`src/rtl/xg_pkg.sv`:
```
package xg_pkg;

  localparam int MAX_ENTRY = 8;

  typedef enum logic [1:0] {
    RG_NONE = 2'd0,
    RG_CODE = 2'd1,
    RG_BOOT = 2'd2,
    RG_SYS  = 2'd3
  } region_e;

  typedef enum logic [2:0] {
    FC_NONE        = 3'd0,
    FC_FETCH_RANGE = 3'd1,
    FC_XO_READ     = 3'd2,
    FC_BAD_ENTRY   = 3'd3,
    FC_SVC         = 3'd4
  } cause_e;

endpackage

```
`src/rtl/xg_region_decode.sv`:
```
module xg_region_decode #(
  parameter int            AW        = 32,
  parameter logic [AW-1:0] CODE_BASE = '0,
  parameter logic [AW-1:0] CODE_SIZE = '0,
  parameter logic [AW-1:0] BOOT_BASE = '0,
  parameter logic [AW-1:0] BOOT_SIZE = '0,
  parameter logic [AW-1:0] SYS_BASE  = '0,
  parameter logic [AW-1:0] SYS_SIZE  = '0
) (
  input  logic [AW-1:0]    addr,
  output xg_pkg::region_e  region
);
  import xg_pkg::*;

  // Widened by one bit so base+size never wraps.
  localparam int WW = AW + 1;

  function automatic logic in_window(input logic [AW-1:0] a,
                                     input logic [AW-1:0] base,
                                     input logic [AW-1:0] size);
    logic [WW-1:0] lo;
    logic [WW-1:0] hi;
    logic [WW-1:0] aw;
    lo = {1'b0, base};
    hi = {1'b0, base} + {1'b0, size};
    aw = {1'b0, a};
    return (aw >= lo) && (aw < hi);
  endfunction

  logic hit_code;
  logic hit_boot;
  logic hit_sys;

  always_comb begin
    hit_code = in_window(addr, CODE_BASE, CODE_SIZE);
    hit_boot = in_window(addr, BOOT_BASE, BOOT_SIZE);
    hit_sys  = in_window(addr, SYS_BASE,  SYS_SIZE);
  end

  // Fixed precedence if windows were ever configured to overlap.
  always_comb begin
    if (hit_code)      region = RG_CODE;
    else if (hit_boot) region = RG_BOOT;
    else if (hit_sys)  region = RG_SYS;
    else               region = RG_NONE;
  end

endmodule

```
`src/rtl/xg_entry_match.sv`:
```
module xg_entry_match #(
  parameter int AW   = 32,
  parameter int NENT = 1,
  parameter logic [xg_pkg::MAX_ENTRY-1:0][AW-1:0] TABLE = '0
) (
  input  logic [AW-1:0] addr,
  output logic          hit
);
  import xg_pkg::*;

  logic [MAX_ENTRY-1:0] slot_hit;

  // One comparator per populated slot; unused slots never match.
  for (genvar i = 0; i < MAX_ENTRY; i++) begin : g_slot
    if (i < NENT) begin : g_live
      assign slot_hit[i] = (addr == TABLE[i]);
    end else begin : g_dead
      assign slot_hit[i] = 1'b0;
    end
  end

  assign hit = |slot_hit;

endmodule

```
`src/rtl/xg_fault_latch.sv`:
```
module xg_fault_latch #(
  parameter int AW = 32
) (
  input  logic          clk,
  input  logic          rst_n,
  input  logic          viol,
  input  logic [2:0]    viol_cause,
  input  logic [AW-1:0] viol_addr,
  output logic          fault,
  output logic [2:0]    fault_cause,
  output logic [AW-1:0] fault_addr
);

  logic          fault_q;
  logic [2:0]    cause_q;
  logic [AW-1:0] addr_q;
  logic          capture_en;

  // Only the first violation is recorded.
  always_comb begin
    capture_en = viol && !fault_q;
  end

  always_ff @(posedge clk or negedge rst_n) begin
    if (!rst_n) begin
      fault_q <= 1'b0;
      cause_q <= '0;
      addr_q  <= '0;
    end else if (capture_en) begin
      fault_q <= 1'b1;
      cause_q <= viol_cause;
      addr_q  <= viol_addr;
    end
  end

  assign fault       = fault_q;
  assign fault_cause = cause_q;
  assign fault_addr  = addr_q;

  a_r7_fault_sticky: assert property (@(posedge clk) disable iff (!rst_n)
    fault_q |=> fault_q);
  a_r7_cause_hold: assert property (@(posedge clk) disable iff (!rst_n)
    fault_q |=> $stable(cause_q));
  a_r7_addr_hold: assert property (@(posedge clk) disable iff (!rst_n)
    fault_q |=> $stable(addr_q));
  a_r7_cause_valid: assert property (@(posedge clk) disable iff (!rst_n)
    fault_q |-> (cause_q != 3'd0));

endmodule

```
`src/rtl/exec_entry_guard.sv`:
```
module exec_entry_guard #(
  parameter int            AW        = 32,
  parameter int            DW        = 32,
  parameter logic [AW-1:0] CODE_BASE = 32'h0000_0000,
  parameter logic [AW-1:0] CODE_SIZE = 32'h0001_0000,
  parameter logic [AW-1:0] BOOT_BASE = 32'h0002_0000,
  parameter logic [AW-1:0] BOOT_SIZE = 32'h0000_1000,
  parameter logic [AW-1:0] SYS_BASE  = 32'h0003_0000,
  parameter logic [AW-1:0] SYS_SIZE  = 32'h0000_4000,
  parameter int            BOOT_NENT = 2,
  parameter logic [xg_pkg::MAX_ENTRY-1:0][AW-1:0] BOOT_ENTRIES =
    {{6{32'h0}}, 32'h0002_0100, 32'h0002_0000},
  parameter int            SYS_NENT  = 3,
  parameter logic [xg_pkg::MAX_ENTRY-1:0][AW-1:0] SYS_ENTRIES =
    {{5{32'h0}}, 32'h0003_0080, 32'h0003_0040, 32'h0003_0000}
) (
  input  logic          clk,
  input  logic          rst_n,
  input  logic          if_req,
  input  logic [AW-1:0] if_addr,
  output logic          if_grant,
  input  logic          ld_req,
  input  logic [AW-1:0] ld_addr,
  input  logic [DW-1:0] mem_rdata,
  output logic          ld_grant,
  output logic [DW-1:0] ld_rdata,
  input  logic          svc_req,
  output logic          svc_grant,
  output logic          fault,
  output logic [2:0]    fault_cause,
  output logic [AW-1:0] fault_addr
);
  import xg_pkg::*;

  region_e f_reg;
  region_e l_reg;
  region_e region_q;
  region_e region_d;
  logic    boot_hit;
  logic    sys_hit;

  xg_region_decode #(
    .AW(AW), .CODE_BASE(CODE_BASE), .CODE_SIZE(CODE_SIZE),
    .BOOT_BASE(BOOT_BASE), .BOOT_SIZE(BOOT_SIZE),
    .SYS_BASE(SYS_BASE), .SYS_SIZE(SYS_SIZE)
  ) u_fetch_dec (
    .addr   (if_addr),
    .region (f_reg)
  );

  xg_region_decode #(
    .AW(AW), .CODE_BASE(CODE_BASE), .CODE_SIZE(CODE_SIZE),
    .BOOT_BASE(BOOT_BASE), .BOOT_SIZE(BOOT_SIZE),
    .SYS_BASE(SYS_BASE), .SYS_SIZE(SYS_SIZE)
  ) u_load_dec (
    .addr   (ld_addr),
    .region (l_reg)
  );

  xg_entry_match #(.AW(AW), .NENT(BOOT_NENT), .TABLE(BOOT_ENTRIES)) u_boot_ent (
    .addr (if_addr),
    .hit  (boot_hit)
  );

  xg_entry_match #(.AW(AW), .NENT(SYS_NENT), .TABLE(SYS_ENTRIES)) u_sys_ent (
    .addr (if_addr),
    .hit  (sys_hit)
  );

  // Fetch decision
  logic entering_boot;
  logic entering_sys;
  logic f_range_bad;
  logic f_entry_bad;

  always_comb begin
    entering_boot = (f_reg == RG_BOOT) && (region_q != RG_BOOT);
    entering_sys  = (f_reg == RG_SYS)  && (region_q != RG_SYS);
    f_range_bad   = if_req && (f_reg == RG_NONE);
    f_entry_bad   = if_req && ((entering_boot && !boot_hit) ||
                               (entering_sys  && !sys_hit));
    if_grant      = if_req && !f_range_bad && !f_entry_bad;
  end

  // Load decision: execute-only windows read as zero and are blocked
  logic ld_xo;

  always_comb begin
    ld_xo    = ld_req && ((l_reg == RG_BOOT) || (l_reg == RG_SYS));
    ld_grant = ld_req && !ld_xo;
    ld_rdata = ld_grant ? mem_rdata : '0;
  end

  // Service decision
  logic svc_bad;

  always_comb begin
    svc_grant = svc_req && (region_q == RG_SYS);
    svc_bad   = svc_req && !svc_grant;
  end

  // Violation priority: fetch, then load, then service
  logic          viol;
  logic [2:0]    viol_cause;
  logic [AW-1:0] viol_addr;

  always_comb begin
    viol       = f_range_bad || f_entry_bad || ld_xo || svc_bad;
    viol_cause = FC_NONE;
    viol_addr  = '0;
    if (f_range_bad) begin
      viol_cause = FC_FETCH_RANGE;
      viol_addr  = if_addr;
    end else if (f_entry_bad) begin
      viol_cause = FC_BAD_ENTRY;
      viol_addr  = if_addr;
    end else if (ld_xo) begin
      viol_cause = FC_XO_READ;
      viol_addr  = ld_addr;
    end else if (svc_bad) begin
      viol_cause = FC_SVC;
      viol_addr  = '0;
    end
  end

  // Region tracker: follows granted fetches only
  always_comb begin
    region_d = if_grant ? f_reg : region_q;
  end

  always_ff @(posedge clk or negedge rst_n) begin
    if (!rst_n) region_q <= RG_NONE;
    else        region_q <= region_d;
  end

  xg_fault_latch #(.AW(AW)) u_fault (
    .clk         (clk),
    .rst_n       (rst_n),
    .viol        (viol),
    .viol_cause  (viol_cause),
    .viol_addr   (viol_addr),
    .fault       (fault),
    .fault_cause (fault_cause),
    .fault_addr  (fault_addr)
  );

  a_r1_fetch_in_rom: assert property (@(posedge clk) disable iff (!rst_n)
    if_grant |-> (f_reg != RG_NONE));
  a_r3_xo_blocked: assert property (@(posedge clk) disable iff (!rst_n)
    (ld_req && ((l_reg == RG_BOOT) || (l_reg == RG_SYS))) |-> (!ld_grant && (ld_rdata == '0)));
  a_r4_boot_entry: assert property (@(posedge clk) disable iff (!rst_n)
    (if_grant && (f_reg == RG_BOOT) && (region_q != RG_BOOT)) |-> boot_hit);
  a_r4_sys_entry: assert property (@(posedge clk) disable iff (!rst_n)
    (if_grant && (f_reg == RG_SYS) && (region_q != RG_SYS)) |-> sys_hit);
  a_r6_svc_from_sys: assert property (@(posedge clk) disable iff (!rst_n)
    svc_grant |-> (region_q == RG_SYS));
  a_r9_region_hold: assert property (@(posedge clk) disable iff (!rst_n)
    !if_grant |=> $stable(region_q));
  a_r10_fetch_first: assert property (@(posedge clk) disable iff (!rst_n)
    (!fault && if_req && !if_grant) |=> (fault && ((fault_cause == 3'd1) || (fault_cause == 3'd3))));

endmodule

```
`config.mk`:
```
export PLATFORM = sky130hd
export DESIGN_NAME = exec_entry_guard
export DESIGN_NICKNAME = d
export VERILOG_FILES = /design/src/rtl/xg_pkg.sv /design/src/rtl/xg_region_decode.sv /design/src/rtl/xg_entry_match.sv /design/src/rtl/xg_fault_latch.sv /design/src/rtl/exec_entry_guard.sv
export SDC_FILE = /design/constraint.sdc
export NUM_CORES = 1
export LEC_CHECK = 0
export ABC_CLOCK_PERIOD_IN_PS = 2700
export BUFFER_PORTS_ARGS = -buffer_cell sky130_fd_sc_hd__buf_2
export CORE_UTILIZATION = 41
export DETAILED_ROUTE_END_ITERATION = 7
export PLACE_DENSITY = 0.92
export SLEW_MARGIN = 20
export SYNTH_ARGS = -nofsm -noshare
export SYNTH_HDL_FRONTEND = slang
export SYNTH_SLANG_ARGS = --single-unit
```
`constraint.sdc`:
```
create_clock -name clk -period 2.7 [get_ports clk]
set_input_delay 0.54 -clock clk [delete_from_list [all_inputs] [get_ports clk]]
set_output_delay 0.54 -clock clk [all_outputs]
set_load 0.005 [all_outputs]
```
# Yosys cells after proc, flatten, opt, wreduce, memory -nomap -nowiden
# Index checks and enable logic that the tools add are counted.
dict set report totals {
  ff_bits 38
  latch_bits 0
  mem_bits_rw 0
  mem_bits_ro 0
  in_bits 101
  out_inout_bits 71
  wordCells 72
  n_memories 0
}
dict set report classes {
  n_addsub 0
  n_mul 0
  n_div 0
  magnitude_cmp 10
  eq_ne 12
  shift 0
  n_mux 14
  n_bitwise 0
  n_reduce_logical 32
}
# cell count
set op_table {}
lappend op_table {{32-bit by 18-bit == test with 1-bit output (second input constant)} 5}
lappend op_table {{32-bit by 18-bit greater-or-equal comparator with 1-bit output (second input constant)} 4}
lappend op_table {{32-bit by 18-bit less-than comparator with 1-bit output (second input constant)} 4}
lappend op_table {{32-bit 2-to-1 mux} 4}
lappend op_table {{32-bit by 17-bit less-than comparator with 1-bit output (second input constant)} 2}
lappend op_table {{1-bit logical AND} 17}
lappend op_table {{2-bit 2-to-1 mux} 6}
lappend op_table {{3-bit 2-to-1 mux} 4}
lappend op_table {{2-bit == test (second input constant)} 5}
lappend op_table {{1-bit zero test} 7}
lappend op_table {{1-bit logical OR} 5}
lappend op_table {{2-bit != test (second input constant)} 2}
lappend op_table {{3-bit OR reduction} 1}
lappend op_table {{2-bit zero test} 1}
lappend op_table {{2-bit OR reduction} 1}

# Depth between registers and ports, before layout
dict set report logic_depth {
  ltp_word 14
  ltp_mapped 10
  mapped_depth_nobuf 7
}

# Hierarchy
# A second synthesis with hierarchy kept.
dict set report hier_totals {
  cells_unflattened 298
  area_unflattened_um2 2947.8
}
# module n_inst cells_each area_per_inst_um2 seq_area_each_um2
set by_module_without_submodules {}
lappend by_module_without_submodules {xg_fault_latch 1 77 1498.9 900.9}
lappend by_module_without_submodules {exec_entry_guard 1 174 1096.1 50.0}
lappend by_module_without_submodules {xg_region_decode 2 12 80.1 0.0}
lappend by_module_without_submodules {{xg_entry_match at u_sys_ent} 1 12 100.1 0.0}
lappend by_module_without_submodules {{xg_entry_match at u_boot_ent} 1 11 92.6 0.0}

# Worst setup path before layout
# Ideal clock, no wire load.
dict set report synth_path {
  kind {input to register}
  start {in if_addr[12]}
  end {reg u_fault.addr_q[0] (netlist: u_fault.fault_addr[0])}
  setup_time_ns 0.126
  arrival_time_ns 2.371
  required_ns 2.574
  setup_slack_ns 0.203
  cell_stages 9
  path_buffers 2
  path_cell_list {or4_1 > or2_1 > a21o_1 > a211o_2 > o21a_1 > buf_6 > buf_8 > nor2_1 > a31oi_1}
}
dict set report synth_via {
  elab_chain_len 14
  elab_cells_between_ends 35
  classes_between {order compare (5); eq/ne (7); mux (5); reduce/logical (18)}
}
# item line_no
set synth_rtl {}
lappend synth_rtl {{start: declaration} exec_entry_guard.sv:20} ;# input logic [AW-1:0] if_addr,
lappend synth_rtl {{32-bit by 18-bit greater-or-equal comparator with 1-bit output / 32-bit by 18-bit less-than comparator with 1-bit output (equally long branches)} xg_region_decode.sv:27} ;# return (aw >= lo) && (aw < hi);
lappend synth_rtl {{1-bit logical AND} xg_region_decode.sv:27}
lappend synth_rtl {{2-bit 2-to-1 mux} xg_region_decode.sv:44} ;# else if (hit_sys) region = RG_SYS;
lappend synth_rtl {{2-bit 2-to-1 mux} xg_region_decode.sv:43} ;# else if (hit_boot) region = RG_BOOT;
lappend synth_rtl {{2-bit 2-to-1 mux} xg_region_decode.sv:42} ;# if (hit_code) region = RG_CODE;
lappend synth_rtl {{2-bit == test (on tied branches)} {exec_entry_guard.sv:77, exec_entry_guard.sv:78}}
lappend synth_rtl {{1-bit logical AND (on tied branches)} {exec_entry_guard.sv:77, exec_entry_guard.sv:78}}
lappend synth_rtl {{1-bit logical AND (on tied branches)} {exec_entry_guard.sv:80, exec_entry_guard.sv:81}}
lappend synth_rtl {{1-bit logical OR} exec_entry_guard.sv:80} ;# f_entry_bad = if_req && ((entering_boot && !boot_hit) ||
lappend synth_rtl {{1-bit logical AND} exec_entry_guard.sv:80}
lappend synth_rtl {{1-bit logical OR (3 in a row)} exec_entry_guard.sv:108} ;# viol = f_range_bad || f_entry_bad || ld_xo || svc_bad;
lappend synth_rtl {{1-bit logical AND} xg_fault_latch.sv:21} ;# capture_en = viol && !fault_q;
lappend synth_rtl {{end signal: assignment} xg_fault_latch.sv:32} ;# addr_q <= viol_addr;
lappend synth_rtl {{end: declaration} xg_fault_latch.sv:16} ;# logic [AW-1:0] addr_q;
# Several ways; a longest one is shown, not always the timed one.
# A chain may end at the register's enable or synchronous reset.

# Worst setup path after layout
dict set report layout_path {
  start {in if_addr[21]}
  end {out if_grant}
}
dict set report layout_via {
  elab_chain_len 12
  elab_cells_between_ends 33
  classes_between {order compare (5); eq/ne (7); mux (3); reduce/logical (18)}
}
# item line_no
set layout_rtl {}
lappend layout_rtl {{32-bit by 18-bit greater-or-equal comparator with 1-bit output / 32-bit by 18-bit less-than comparator with 1-bit output (equally long branches)} xg_region_decode.sv:27}
lappend layout_rtl {{1-bit logical AND} xg_region_decode.sv:27}
lappend layout_rtl {{2-bit 2-to-1 mux} xg_region_decode.sv:44}
lappend layout_rtl {{2-bit 2-to-1 mux} xg_region_decode.sv:43}
lappend layout_rtl {{2-bit 2-to-1 mux} xg_region_decode.sv:42}
lappend layout_rtl {{2-bit == test (on tied branches)} {exec_entry_guard.sv:77, exec_entry_guard.sv:78}}
lappend layout_rtl {{1-bit logical AND (on tied branches)} {exec_entry_guard.sv:77, exec_entry_guard.sv:78}}
lappend layout_rtl {{1-bit logical AND (on tied branches)} {exec_entry_guard.sv:80, exec_entry_guard.sv:81}}
lappend layout_rtl {{1-bit logical OR} exec_entry_guard.sv:80}
lappend layout_rtl {{1-bit logical AND} exec_entry_guard.sv:80}
lappend layout_rtl {{1-bit zero test} exec_entry_guard.sv:82} ;# if_grant = if_req && !f_range_bad && !f_entry_bad;
lappend layout_rtl {{1-bit logical AND (*)} exec_entry_guard.sv:82}
lappend layout_rtl {{end: declaration} exec_entry_guard.sv:21} ;# output logic if_grant,
# Every way passes the cells marked *; elsewhere a longest branch is shown, timed or not.

==> results.md <==
- The multiplexer fraction of the synthesized cell area is between 1.5 and 2%.
- Clock tree synthesis inserted a total of 5 buffers.
- The share of total power dissipated in combinational logic is 19.8%.
- Synthesis instantiated slightly below 50 different standard cells from the library.
- The clock period could shrink to about 2700 ps.
- The synthesized netlist occupies a cell area of between 0.002 and 0.0025 mm^2.
- The critical path startpoint category is an input port.
- The max capacitance violation total is 0.
- The mean number of vias per cell is 5.39.
- The iteration count of the initial detailed-routing pass is 7.
- The number of buffers added to fix hold violations after cts is 0.
- The adder-cell area share of the yosys netlist is 0%.
- The arrival time of data at the critical path endpoint is 2140 ps.
- The worst setup path is of the in2out kind.
- The count of inserted antenna diode cells is 0.
- The number of global-route vias before repair is about 2600.
- The first global-routing pass estimated 12400 um of wire.
- During synthesis, Yosys emitted a total of 0 warnings.
- Clock-pin slew was measured on the worst setup and hold paths at about 90 ps.
- By area the synthesized netlist is led by dfrtp_1 (41%), nand2_1 (9.3%), and2_1 (8.6%), nand3_1 (7.1%), a31oi_1 (4.3%).
- The starting DRC count in detailed routing is 181.
- The overall routed net length is approximately 8300 um.
- The mean cell area of the mapped netlist is 8.33 um^2.
- The vias after detailed routing is 2879.
- Once the floorplan was initialized, standard cells occupied 42.5% of the core.
- Clock tree synthesis selected as its root buffer the cell clkbuf_8.
- The flow ran to the end, and the final reports show no timing, DRC or antenna violations.
- Of the total synthesized cell area, the portion taken by XOR and XNOR cells is 0%.
- In this run the worst path has a maximum fanout of 3.
- The synthesized design contains 0 enable-type register cells.
- The slowest stage of the critical path is the or3_1 cell.
- Of the total power, the share spent switching nets is between 20% and 30%.
- Summed over all failing endpoints, the final setup total negative slack is 0 ps.
- TritonCTS built the clock tree.
- The number of buffers and inverters on the critical path is 3.
- The largest total area in the synthesized netlist belongs to dfrtp_1.
- The kind of cell with the highest combined delay on the critical path is simple AND/OR/NAND/NOR gates.
- Traced cell by cell, the critical path runs through buf_2 -> nor4_2 -> buf_4 -> nand4_1 -> or3_1 -> nand3_1 -> o211ai_1 -> and3_1 -> buf_2.
- Counting stages on the worst path, the most repeated cell is buf_2.
- Across all register-to-register paths, the minimum setup slack is between 800 and 900 ps.
- For this design the static power due to leakage is 1.91 nW.
- Once placement finished, the instance area stood at approximately 0.0033 mm^2.
- The number of I/O pins is between 150 and 200.
- The tightest slew margin relative to the limit is a little over two fifths.
- The number of slew-limit violations in the final report is 0.
- The worst hold margin is 338 ps.
- Global routing used 26.6% of the available tracks across all layers.
- After detailed routing, the average wire length per cell comes to 15.6 um.
- The later pin in the worst-skew pair is clocked with a latency of ~300 ps.
- The total power divided by cell area is about 440 mW/mm^2.
- The count of input and output buffers is 171.
- The final core utilization is between 60% and 70%.
- The final worst-path cycle share is 99.2%.
- The maximum clock insertion buffer count is 2.
- After routing the design area is 0.00350 mm^2.
- The count of nets left with antenna violations once routing finished came out at 0.
- For this run, the leading register cell type out of synthesis is dfrtp_1.
- After synthesis, the largest family of logic cells by area is simple AND/OR/NAND/NOR gates.
- In this run the power spent charging and discharging nets is 392 uW.
- The number of antenna violations at the first check in global routing is 0.
- For the pin with the worst max-slew slack, the measured transition is between 800 and 900 ps.
- The area overhead of the layout relative to synthesis is 49.7%.
- The fraction of final layout cells sized beyond drive strength 1 is a little under half.
- The full die area is 0.00601 mm^2.
- In this design, the stage delay of the slowest critical-path cell is approximately 380 ps.
- The HPWL after detailed placement is 6320 um.
- The count of standard-cell rows is 27.
- The clock share of power is 38.6%.
- The sink count of the clock tree is 38.
- Internal power comes to 1.13 mW.
- Synthesis produced a netlist with a net count of 382.
- The hold violation count in the final report is 0.
- Based on the critical path, the design can be clocked at up to 0.373 GHz.
- The final global-route overflow total is 0.
- The endpoint required time on the critical path is 2160 ps.
- The sort of element at the end of the critical path is a primary output.
- The maximum vdd drop is 0.000265 V.
- The sequential power share is 41.6%.
- The floorplan step set the die width to 77.5 um.
- For this run, design rule violations remaining after detail routing come to 0.
- The number of placed cells counting well taps is 524.
- The H-tree level count is 2.
- The fraction of synthesis flops using an asynchronous set or reset pin is 100%.
- The synthesized netlist devotes 37.0% of its cell area to simple gates.
- The final setup skew is 13.5 ps.
- The finished layout holds about 530 standard cells, fillers aside.
- Counting every instance in the synthesized netlist gives 281.
- The final weighted congestion in routability-driven placement is 1.04.
- Setup repair after global routing could not meet its margin everywhere.
- The floorplan die height is a little under 80 um.
- In this run the biggest area consumer among cell types represents about 40% of the synthesized area.
- Setup violations remaining at the end of the flow were counted as 0.
- The worst hold-check path type is in2async.
- For this run, the post-layout net count is ~560.
- The placeable core area is 0.00551 mm^2.
- The pin count of the biggest net entering global routing is 39.
- The synthesized netlist devotes 14.0% of its cell area to compound gates.
- Summing the sequential cell areas from Yosys gives between 40% and 50% of the chip area.
- The total of flip-flops plus latches after synthesis is 38.
==> registers in the layout, summed over array words and instances, names as in the netlist <==
register	cells
u_fault.fault_addr	32
u_fault.fault_cause	3
region_q	2
u_fault.fault	1
==> per-layer routing <==
| metal | GRT usage [%] | wire length [um] |
|---|---|---|
| met1 | 29.9 | 3140 |
| met2 | 48.5 | 4280 |
| met3 | 5.65 | 686 |
| met4 | 10.9 | 234 |
| met5 | 0 | 0 |
==> power by group through the flow <==
stage	combinational [mW]	sequential, mW	clock, mW
final	0.303	0.635	0.589
after global routing	0.332	0.639	0.626
after CTS	0.299	0.634	0.597
after detailed placement	0.295	0.645	0
after global placement	0.286	0.644	0
after floorplan	0.105	0.647	0
==> cell families (layout without fill, tap and decap cells) <==
kind of cell,Yosys count,in the layout
and+or+nand+nor,173,173
AOI/OAI and AO/OA,48,48
DFF,38,38
buffers and inverters,18,199
muxes,4,4
==> worst register-to-register path: stages (launching register included) <==
cell	delay, ps
dfrtp_1	450
nand2_1	140
and2_2	240
a211o_2	350
o21a_1	210
buf_12	160
nor2_1	110
a31oi_1	50
==> final cells by class <==
class | count | area, um^2
Fill cell | 466 | 2000
Multi-Input combinational cell | 225 | 1260
Timing Repair Buffer | 189 | 1050
Sequential cell | 38 | 951
Tap cell | 72 | 90.1
Clock buffer | 5 | 68.8
Clock inverter | 3 | 68.8
Inverter | 2 | 7.51
==> stage by stage <==
step | setup slack, ps | total power, mW
after floorplan | 203 | 0.751
after global placement | 29.3 | 0.931
after detailed placement | 6.27 | 0.940
after CTS | 39.6 | 1.53
after global routing | -56.3 | 1.60
final | 21.6 | 1.53
==> synth_stat cells (3+ instances only) <==
| cell type | count |
|---|---|
| dfrtp_1 | 38 |
| a31oi_1 | 16 |
| nand3_1 | 33 |
| nor2_1 | 20 |
| o21ai_0 | 9 |
| clkbuf_8 | 5 |
| and2_1 | 32 |
| nor4_1 | 5 |
| mux2i_1 | 3 |
| a21oi_1 | 6 |
| clkbuf_1 | 5 |
| or4_1 | 3 |
| nand2_1 | 58 |
| and3_1 | 3 |
==> placed cells by master (no fill, tap or decap), types with 2 or more instances in the layout <==
master / Yosys / routed
or3_1: 2 / 2
buf_6: 1 / 2
nand3_1: 33 / 33
nor2_1: 20 / 20
o21ai_0: 9 / 9
nand4_1: 2 / 2
a21o_1: 2 / 2
and3_1: 3 / 3
nor4_2: 0 / 3
buf_4: 1 / 14
nand2_1: 58 / 58
nor3_1: 2 / 2
and3_2: 2 / 2
and4_1: 2 / 2
mux2i_1: 3 / 3
a21oi_1: 6 / 4
buf_12: 0 / 4
and2_2: 2 / 2
bufinv_16: 0 / 2
dfrtp_1: 38 / 38
nor4_1: 5 / 2
and2_1: 32 / 32
buf_2: 0 / 169
inv_1: 2 / 2
or4_1: 3 / 2
clkbuf_8: 5 / 5
a31oi_1: 16 / 16
a21oi_2: 0 / 2
==> path summary, 6_finish.rpt <==
| path | start | end | depth (start not counted) |
|---|---|---|---|
| hold reg to reg | u_fault.fault_addr[30]$_DFFE_PN0P_ | u_fault.fault_addr[30]$_DFFE_PN0P_ | 2 |
| setup reg to reg | region_q[1]$_DFFE_PN0P_ | u_fault.fault_addr[7]$_DFFE_PN0P_ | 7 |
| min in group clk | u_fault.fault_addr[30]$_DFFE_PN0P_ | u_fault.fault_addr[30]$_DFFE_PN0P_ | 2 |
| hold / removal | rst_n | u_fault.fault_cause[1]$_DFFE_PN0P_ | 1 |
| max in group asynchronous | rst_n | u_fault.fault_addr[4]$_DFFE_PN0P_ | 1 |
| setup / recovery | if_addr[21] | if_grant | 9 |
==> what timing repair did <==
item / 4_1_cts / 5_1_grt
setup buffers: 0 / 2
resized for setup: 3 / 4
setup endpoints to repair: 1 / 1
hold endpoints to repair: 0 / 0
Note: power is estimated with default switching activity, not from simulation.
